==> src/rtl/msgblk_pkg.sv <==
package msgblk_pkg;
    localparam int WORD_W     = 32;
    localparam int WORD_CNT   = 16;
    localparam int IDX_W      = $clog2(WORD_CNT);
    localparam int BYTES_PW   = WORD_W / 8;
    localparam int PAGE_BYTES = 32;
    localparam int PAGE_OFS_W = $clog2(PAGE_BYTES);
    localparam int ID_BYTES   = 7;
    localparam int CHAL_BYTES = 3;

    localparam logic [4:0]        TAG_HI    = 5'b01000;
    localparam logic [WORD_W-1:0] FILL_WORD = 32'hFFFF_FFFF;
    localparam logic [7:0]        PAD_BYTE  = 8'h80;
    localparam logic [WORD_W-1:0] LEN_WORD  = 32'h0000_01B8;

    localparam logic [IDX_W-1:0] IDX_SEC_LO  = 4'd0;
    localparam logic [IDX_W-1:0] IDX_PG_FIRST = 4'd1;
    localparam logic [IDX_W-1:0] IDX_PG_LAST = 4'd8;
    localparam logic [IDX_W-1:0] IDX_FILL    = 4'd9;
    localparam logic [IDX_W-1:0] IDX_ID_LO   = 4'd10;
    localparam logic [IDX_W-1:0] IDX_ID_HI   = 4'd11;
    localparam logic [IDX_W-1:0] IDX_SEC_HI  = 4'd12;
    localparam logic [IDX_W-1:0] IDX_CHAL    = 4'd13;
    localparam logic [IDX_W-1:0] IDX_ZERO    = 4'd14;
    localparam logic [IDX_W-1:0] IDX_LEN     = 4'd15;

    typedef enum logic [1:0] {
        ST_IDLE  = 2'd0,
        ST_FETCH = 2'd1,
        ST_SHOW  = 2'd2
    } fmt_st_e;

    function automatic logic is_page_word(input logic [IDX_W-1:0] idx);
        return (idx >= IDX_PG_FIRST) && (idx <= IDX_PG_LAST);
    endfunction

    function automatic logic is_mem_word(input logic [IDX_W-1:0] idx);
        return (idx == IDX_SEC_LO) || (idx == IDX_SEC_HI) || is_page_word(idx);
    endfunction
endpackage

==> src/rtl/msgblk_addr_gen.sv <==
module msgblk_addr_gen
    import msgblk_pkg::*;
#(
    parameter int ADDR_W      = 8,
    parameter int SECRET_BASE = 128,
    parameter int PAGE_W      = 2
) (
    input  logic [IDX_W-1:0]  word_idx,
    input  logic [1:0]        byte_sel,
    input  logic [PAGE_W-1:0] page,
    output logic              uses_mem,
    output logic [ADDR_W-1:0] addr
);
    localparam int PG_ADDR_W = PAGE_W + PAGE_OFS_W;

    logic [IDX_W-1:0]     pg_word;
    logic [PAGE_OFS_W-1:0] pg_ofs;
    logic [PG_ADDR_W-1:0] pg_addr;
    logic [2:0]           sec_ofs;

    always_comb begin
        pg_word  = word_idx - IDX_PG_FIRST;
        pg_ofs   = {pg_word[PAGE_OFS_W-3:0], byte_sel};
        pg_addr  = {page, pg_ofs};
        sec_ofs  = {word_idx == IDX_SEC_HI, byte_sel};
        uses_mem = is_mem_word(word_idx);
        if (is_page_word(word_idx)) begin
            addr = ADDR_W'(pg_addr);
        end else begin
            addr = ADDR_W'(SECRET_BASE) + ADDR_W'(sec_ofs);
        end
    end
endmodule

==> src/rtl/msgblk_word_mux.sv <==
module msgblk_word_mux
    import msgblk_pkg::*;
(
    input  logic [IDX_W-1:0]      word_idx,
    input  logic [2:0]            tag_lo,
    input  logic [8*ID_BYTES-1:0] id_in,
    input  logic [8*CHAL_BYTES-1:0] chal_in,
    output logic [WORD_W-1:0]     word
);
    logic [7:0] id_b   [ID_BYTES];
    logic [7:0] chal_b [CHAL_BYTES];
    logic [7:0] tag;

    for (genvar i = 0; i < ID_BYTES; i++) begin : g_id
        assign id_b[i] = id_in[8*i +: 8];
    end
    for (genvar i = 0; i < CHAL_BYTES; i++) begin : g_chal
        assign chal_b[i] = chal_in[8*i +: 8];
    end

    assign tag = {TAG_HI, tag_lo};

    always_comb begin
        unique case (word_idx)
            IDX_FILL:  word = FILL_WORD;
            IDX_ID_LO: word = {tag, id_b[0], id_b[1], id_b[2]};
            IDX_ID_HI: word = {id_b[3], id_b[4], id_b[5], id_b[6]};
            IDX_CHAL:  word = {chal_b[0], chal_b[1], chal_b[2], PAD_BYTE};
            IDX_LEN:   word = LEN_WORD;
            default:   word = '0;
        endcase
    end
endmodule

==> src/rtl/msgblk_fmt.sv <==
module msgblk_fmt
    import msgblk_pkg::*;
#(
    parameter int ADDR_W      = 8,
    parameter int SECRET_BASE = 128,
    parameter int PAGE_W      = 2
) (
    input  logic                    clk,
    input  logic                    rst_n,
    input  logic                    start,
    input  logic [2:0]              start_hi,
    input  logic [PAGE_W-1:0]       page_idx,
    input  logic [8*ID_BYTES-1:0]   id_in,
    input  logic [8*CHAL_BYTES-1:0] chal_in,
    output logic                    mem_rd_en,
    output logic [ADDR_W-1:0]       mem_addr,
    input  logic [7:0]              mem_rdata,
    output logic                    out_valid,
    input  logic                    out_ready,
    output logic [WORD_W-1:0]       out_word,
    output logic [IDX_W-1:0]        out_idx,
    output logic                    out_last,
    output logic                    busy
);
    localparam logic [2:0] LAST_BYTE_CNT = 3'(BYTES_PW);
    localparam logic [IDX_W-1:0] LAST_IDX = IDX_W'(WORD_CNT - 1);

    typedef struct packed {
        fmt_st_e           st;
        logic [IDX_W-1:0]  idx;
        logic [2:0]        cnt;
        logic [WORD_W-1:0] word;
        logic [2:0]        tag;
        logic [PAGE_W-1:0] page;
    } fmt_state_t;

    fmt_state_t r_q, r_d;

    logic              uses_mem;
    logic [WORD_W-1:0] const_word;

    msgblk_addr_gen #(
        .ADDR_W      (ADDR_W),
        .SECRET_BASE (SECRET_BASE),
        .PAGE_W      (PAGE_W)
    ) addr_gen_i (
        .word_idx (r_q.idx),
        .byte_sel (r_q.cnt[1:0]),
        .page     (r_q.page),
        .uses_mem (uses_mem),
        .addr     (mem_addr)
    );

    msgblk_word_mux word_mux_i (
        .word_idx (r_q.idx),
        .tag_lo   (r_q.tag),
        .id_in    (id_in),
        .chal_in  (chal_in),
        .word     (const_word)
    );

    always_comb begin
        r_d       = r_q;
        mem_rd_en = 1'b0;
        unique case (r_q.st)
            ST_IDLE: begin
                if (start) begin
                    r_d.st   = ST_FETCH;
                    r_d.idx  = '0;
                    r_d.cnt  = '0;
                    r_d.tag  = start_hi;
                    r_d.page = page_idx;
                end
            end
            ST_FETCH: begin
                if (!uses_mem) begin
                    r_d.word = const_word;
                    r_d.st   = ST_SHOW;
                end else begin
                    mem_rd_en = (r_q.cnt != LAST_BYTE_CNT);
                    if (r_q.cnt != 3'd0) begin
                        r_d.word = {r_q.word[WORD_W-9:0], mem_rdata};
                    end
                    if (r_q.cnt == LAST_BYTE_CNT) begin
                        r_d.cnt = '0;
                        r_d.st  = ST_SHOW;
                    end else begin
                        r_d.cnt = r_q.cnt + 3'd1;
                    end
                end
            end
            ST_SHOW: begin
                if (out_ready) begin
                    if (r_q.idx == LAST_IDX) begin
                        r_d.st = ST_IDLE;
                    end else begin
                        r_d.idx = r_q.idx + 1'b1;
                        r_d.st  = ST_FETCH;
                    end
                end
            end
            default: r_d.st = ST_IDLE;
        endcase
    end

    always_ff @(posedge clk) begin
        if (!rst_n) begin
            r_q <= '{st: ST_IDLE, default: '0};
        end else begin
            r_q <= r_d;
        end
    end

    assign out_valid = (r_q.st == ST_SHOW);
    assign out_word  = r_q.word;
    assign out_idx   = r_q.idx;
    assign out_last  = out_valid && (r_q.idx == LAST_IDX);
    assign busy      = (r_q.st != ST_IDLE);
endmodule

==> config.mk <==
export PLATFORM = sky130hd
export DESIGN_NAME = msgblk_fmt
export DESIGN_NICKNAME = d
export VERILOG_FILES = /design/src/rtl/msgblk_pkg.sv /design/src/rtl/msgblk_addr_gen.sv /design/src/rtl/msgblk_word_mux.sv /design/src/rtl/msgblk_fmt.sv
export SDC_FILE = /design/constraint.sdc
export NUM_CORES = 1
export LEC_CHECK = 0
export BUFFER_PORTS_ARGS = -buffer_cell sky130_fd_sc_hd__buf_2
export CORE_MARGIN = 10
export CORE_UTILIZATION = 44
export DETAILED_ROUTE_END_ITERATION = 7
export PLACE_DENSITY_LB_ADDON = 0.25
export SYNTH_ARGS = -nofsm -noshare
export SYNTH_HDL_FRONTEND = slang
export SYNTH_HIERARCHICAL = 1
export SYNTH_SLANG_ARGS = --single-unit
==> constraint.sdc <==
create_clock -name clk -period 2.1 [get_ports clk]
set_input_delay 0.105 -clock clk [delete_from_list [all_inputs] [get_ports clk]]
set_output_delay 0.105 -clock clk [all_outputs]
set_load 0.1 [all_outputs]
# Word level (Yosys, flattened, before mapping)
# Cells that the tools add are included.
# Widths: inputs -> output; s select.
# word_totals
regBits	46
output_inout_bits	48
word_cells	60
# op_classes
add_sub_neg	4
n_lt_le_gt_ge	2
n_eq_ne	16
n_mux	17
reduce_logical	15
# ops
op	count
$pmux 32 s5	1
$mux 32	2
$eq 4x4->1 const B	6
$mux 9	1
$add 8x3->8 const A	1
$mux 8	1
$pmux 4 s2	1
$mux 3	2
$mux 6	1
$ne 2x2->1 const B	3
$ne 3x3->1 const B	2
$pmux 2 s3	1
$pmux 3 s2	1
$reduce_and 3->1	2
$reduce_bool 2->1	3
$add 4x1->4 const B	1
$ge 4x1->1 const B	1
$le 4x4->1 const B	1
$logic_not 4->1	1
$mux 2	2
$mux 4	1
$ne 2x1->1 const B	2
$reduce_and 2->1	2
$reduce_and 4->1	1
other kinds (10)	14

# Longest topological paths before layout
# logic_depth
word_depth	5
depth_mapped	8
mapped_depth_nobuf	7

# Hierarchy
# Netlist, hierarchy kept.
# by_module_without_submodules
mod	instances	cells_each	area_per_inst_um2	seq_area_each_um2
msgblk_fmt	1	272	2552.4	920.9
msgblk_word_mux	1	127	779.5	0.0
msgblk_addr_gen	1	21	171.4	0.0

# Least setup slack after synthesis
# OpenSTA, ideal clock, no wires.
# synth_timing
path_type	reg2out
startpoint	register r_q (netlist bit out_idx[0])
endpoint	output mem_addr[3]
t_arrival_ns	3.316
required_time_ns	1.995
path_slack_ns	-1.321
path_stages_with_launch	5
path_cell_list	dfxtp_1 > inv_1 > ha_1 > nor4b_4 > a211oi_1
# synth_between
elab_chain_len	3
elab_cells_between_ends	7
classes_between	add/sub: 2; order compare: 2; eq/ne: 1; mux: 1; reduce/logical: 1
# synth_lines
element	line_no	rtl
start, declared	msgblk_fmt.sv:37	fmt_state_t r_q, r_d;
start signal, assigned	msgblk_fmt.sv:110	r_q <= r_d;
$eq 4x4->1 (tied with other cells)	msgblk_addr_gen.sv:25	sec_ofs = {word_idx == IDX_SEC_HI, byte_sel};
$add 8x3->8 or $logic_and 1x1->1 (tied branches)	msgblk_addr_gen.sv:30, msgblk_pkg.sv:34	
$mux 8 *	msgblk_addr_gen.sv:27	if (is_page_word(word_idx)) begin
end, declared	msgblk_fmt.sv:16	output logic [ADDR_W-1:0] mem_addr,
# Every way passes the cells marked *; elsewhere a longest branch is shown, timed or not.

# Worst setup path in the final report
# layout_timing
startpoint	register r_q (netlist bit out_idx[0])
endpoint	output mem_addr[2]
# Same word-level chain as after synthesis.

==> impl_metrics.json <==
{
  "layout.cells.non_filler": 619,
  "portBuffers": 144,
  "p_int_uw": 1528,
  "async_flop_share_pct": 0,
  "die_area_um2": 11930,
  "hold_viol": 0,
  "cts-root-buf": "clkbuf_8",
  "rsz0062_at_grt": "no",
  "synth_edf_count": 0,
  "antenna_cells": 0,
  "switching_share_pct": 39.42,
  "period_needed_ps": 1998,
  "synth_cell_types": 47,
  "maxSlewHeadroom_pct": 64.48,
  "synth_area_leaders": "dfxtp_1, a211oi_2, buf_4",
  "grt_pass1_vias": 3491,
  "synth_area_um2": 3503,
  "drt_iter0_drc": 148,
  "ys_ff_latch": 46,
  "synth_top_area_share_pct": 26.29,
  "syn_inst": 420,
  "yosysTopAreaCell": "dfxtp_1",
  "drc": 0,
  "maxSlewViolCount": 0,
  "met2_usage_pct": 32.18,
  "clock_path_buffers": 2,
  "fmax_mhz": 500.6,
  "cap_violations": 0,
  "status": "finished, final reports clean",
  "path_buf_inv": 2,
  "cp_slowest_stage_delay_ps": 410,
  "fin_tns_setup_ps": 0,
  "period_share_pct": 95.12,
  "syn_avg_cell_area_um2": 8.341,
  "core_area_um2": 7727,
  "powerDensity_nw_per_um2": 588.1,
  "die_y_um": 109.2,
  "core.rowCount": 32,
  "switchingPower_uw": 994.2,
  "cp_slowest_cell": "nor4b_4",
  "required_ps": 2000,
  "use_met1_pct": 20.81,
  "finalSetupViolCount": 0,
  "synth_common_cells": "buf_4, dfxtp_1, nor2_1, a21oi_1, mux2i_1",
  "synth_nets": 522,
  "pwr-share-seq_pct": 38.0,
  "timing.final.ws_setup_ps": 102.4,
  "crit_path_max_fanout": 40,
  "cts-htree-levels": 2,
  "insertion_delay_ps": 300,
  "start_kind": "flip-flop",
  "min_path_type": "in2reg",
  "ir_worst_vdd_uv": 384.1,
  "use_met3_pct": 5.605,
  "numCtsBuffers": 5,
  "r2r_cells": 7,
  "clock_skew_ps": 9.230,
  "placed_cells": 611,
  "stdcell_area_um2": 4288,
  "tightestPinTransition_ps": 532.0,
  "num_io_pins": 145,
  "combPwrFrac_pct": 35.3,
  "worstSetupStartpoint": "out_idx[0]$_SDFFE_PN0P_",
  "wl_per_cell_um": 18.52,
  "path_delay_family": "simple AND/OR/NAND/NOR gates",
  "place_area_um2": 4164,
  "p_leak_uw": 0.001923,
  "cts_tree": "yes",
  "grt_pass1_wl_um": 17620,
  "regToRegSetupSlack_ps": 230,
  "hpwl_um": 8938,
  "die_w_um": 109.2,
  "grt_use_total_pct": 18.32,
  "cts_num_sinks": 46,
  "vias": 3365,
  "final_nets": 618,
  "r2r_end": "out_word[9]$_SDFFE_PN0P_",
  "grt.busiest_layer": "met2",
  "yosys_most_used_dff": "dfxtp_1",
  "timing_worst_setup_path_type": "reg2out",
  "syn_to_final_growth_pct": 22.39,
  "drive_gt1_share_pct": 40.62,
  "ys_warn_count": 6,
  "ant_nets": 0,
  "yosysSeqAreaShare_pct": 26.29,
  "avgViaCountPerCell": 5.436,
  "crit_arrival_ps": 1890,
  "grt-ovfl-total": 0,
  "initial_utilization_pct": 45.34,
  "clk_pin_slew_worst_paths_ps": 100,
  "path_depth": 5,
  "postCtsSetupRepairBufs": 0,
  "cts-hold-fix-buffers": 0,
  "wl_um": 11470,
  "dp_slack_ps": 256.8,
  "endpoint": "mem_addr[2]",
  "worstPathCellList": "buf_12, ha_1, nor4b_4, nor3b_2, clkbuf_4",
  "grt_max_degree": 41,
  "cp-end-kind": "output pin",
  "place_congestion": 0.8951,
  "r2r-start": "out_idx[0]$_SDFFE_PN0P_",
  "p_clk_share_pct": 26.7,
  "antenna_found_initial": 0,
  "drt-pass1-iter-count": 5
}
## cells in the final DEF, fill, tap and decap left out, types with 2 or more instances in the layout
master        n
o21a_1        3
o21ai_0      28
buf_2       134
a21oi_1      42
nand2b_2      2
a211oi_2     31
a21boi_1      2
buf_12       13
nand2b_4      2
nand3b_1      3
clkinvlp_4    2
mux2i_1      33
clkbuf_8      5
o31ai_1       2
dfxtp_1      46
a31oi_1       2
ha_1          5
buf_4        10
nor2_1       45
inv_1        14
a211oi_1      4
a221oi_1      2
nand3_1       9
o2bb2ai_1    19
nor3_1        2
o21ai_1      10
nand2_1      24
## worst min path at each step
| stage | from | slack [ps] | cells after the start | end |
|---|---|---|---|---|
| 2_1_floorplan | page_idx[0] | 240 | 2 | r_q[0]$_SDFFE_PN0P_ |
| 3_3_place_gp | start_hi[1] | 350 | 3 | r_q[3]$_SDFFE_PN0P_ |
| 3_5_place_dp | start_hi[2] | 350 | 3 | r_q[4]$_SDFFE_PN0P_ |
| 4_1_cts | start_hi[1] | 20 | 3 | r_q[3]$_SDFFE_PN0P_ |
| 5_1_grt | page_idx[0] | 20 | 3 | r_q[0]$_SDFFE_PN0P_ |
| 6_report | start_hi[1] | 30 | 3 | r_q[3]$_SDFFE_PN0P_ |
## flip-flops by register name, indices dropped and copies added (netlist names)
register and flops:
out_word 32, r_q 10, out_idx 4
## cell families (layout without fill, tap and decap cells)
| logic type | Yosys count | after routing | synth area share [%] |
|---|---|---|---|
| mux | 33 | 33 | 9.429 |
| fa+ha+maj | 5 | 5 | 1.786 |
| buf+inv | 85 | 182 | 16.18 |
| flops | 46 | 46 | 26.29 |
| compound gates | 152 | 152 | 32.29 |
| simple gates | 99 | 99 | 14.04 |
## timing repair
item / in CTS / in global routing
pin swaps: 0 / 0
gates cloned: 0 / 0
endpoints found under the setup margin: 1 / 2
resized for setup: 1 / 2
hold endpoints to repair: 0 / 0
## through the flow
stage / total power, uW / util [%] / hold WS [ps]
2_1_floorplan: 1661 / - / 241.0
3_3_place_gp: 1859 / 53.89 / 350.6
3_5_place_dp: 1870 / 53.89 / 352.9
4_1_cts: 2537 / 55.41 / 22.54
5_1_grt: 2626 / 55.49 / 16.71
6_report: 2522 / 55.49 / 25.70
## power by group through the flow
stage	Combinational (uW)	Clock [uW]	Sequential, uW
2_1_floorplan	698	0	963
3_3_place_gp	881	0	978
3_5_place_dp	891	0	979
4_1_cts	893	685	959
5_1_grt	941	720	965
6_report	890	673	959
## per-layer routing
layer | vias to the layer above | share of wire [%]
li1 | 1664 | -
met5 | - | 0
met1 | 1557 | 40
met3 | 17 | 9.2
met4 | 0 | 1.8
met2 | 127 | 49
## layout make-up
class	count	area, um2
multi-input combinational	289	2041
timing repair buffer	159	1028
clock inverter	3	45.04
fill	727	3440
sequential	46	920.9
clock buffer	5	68.82
inverter	15	56.30
tap	102	127.6
## worst min-delay path: cells and delay by family
family          cells  cell delay, ps
simple gates        1              40
compound gates      1              50
buf+inv             1             100
Power figures use the tool's default switching activity.
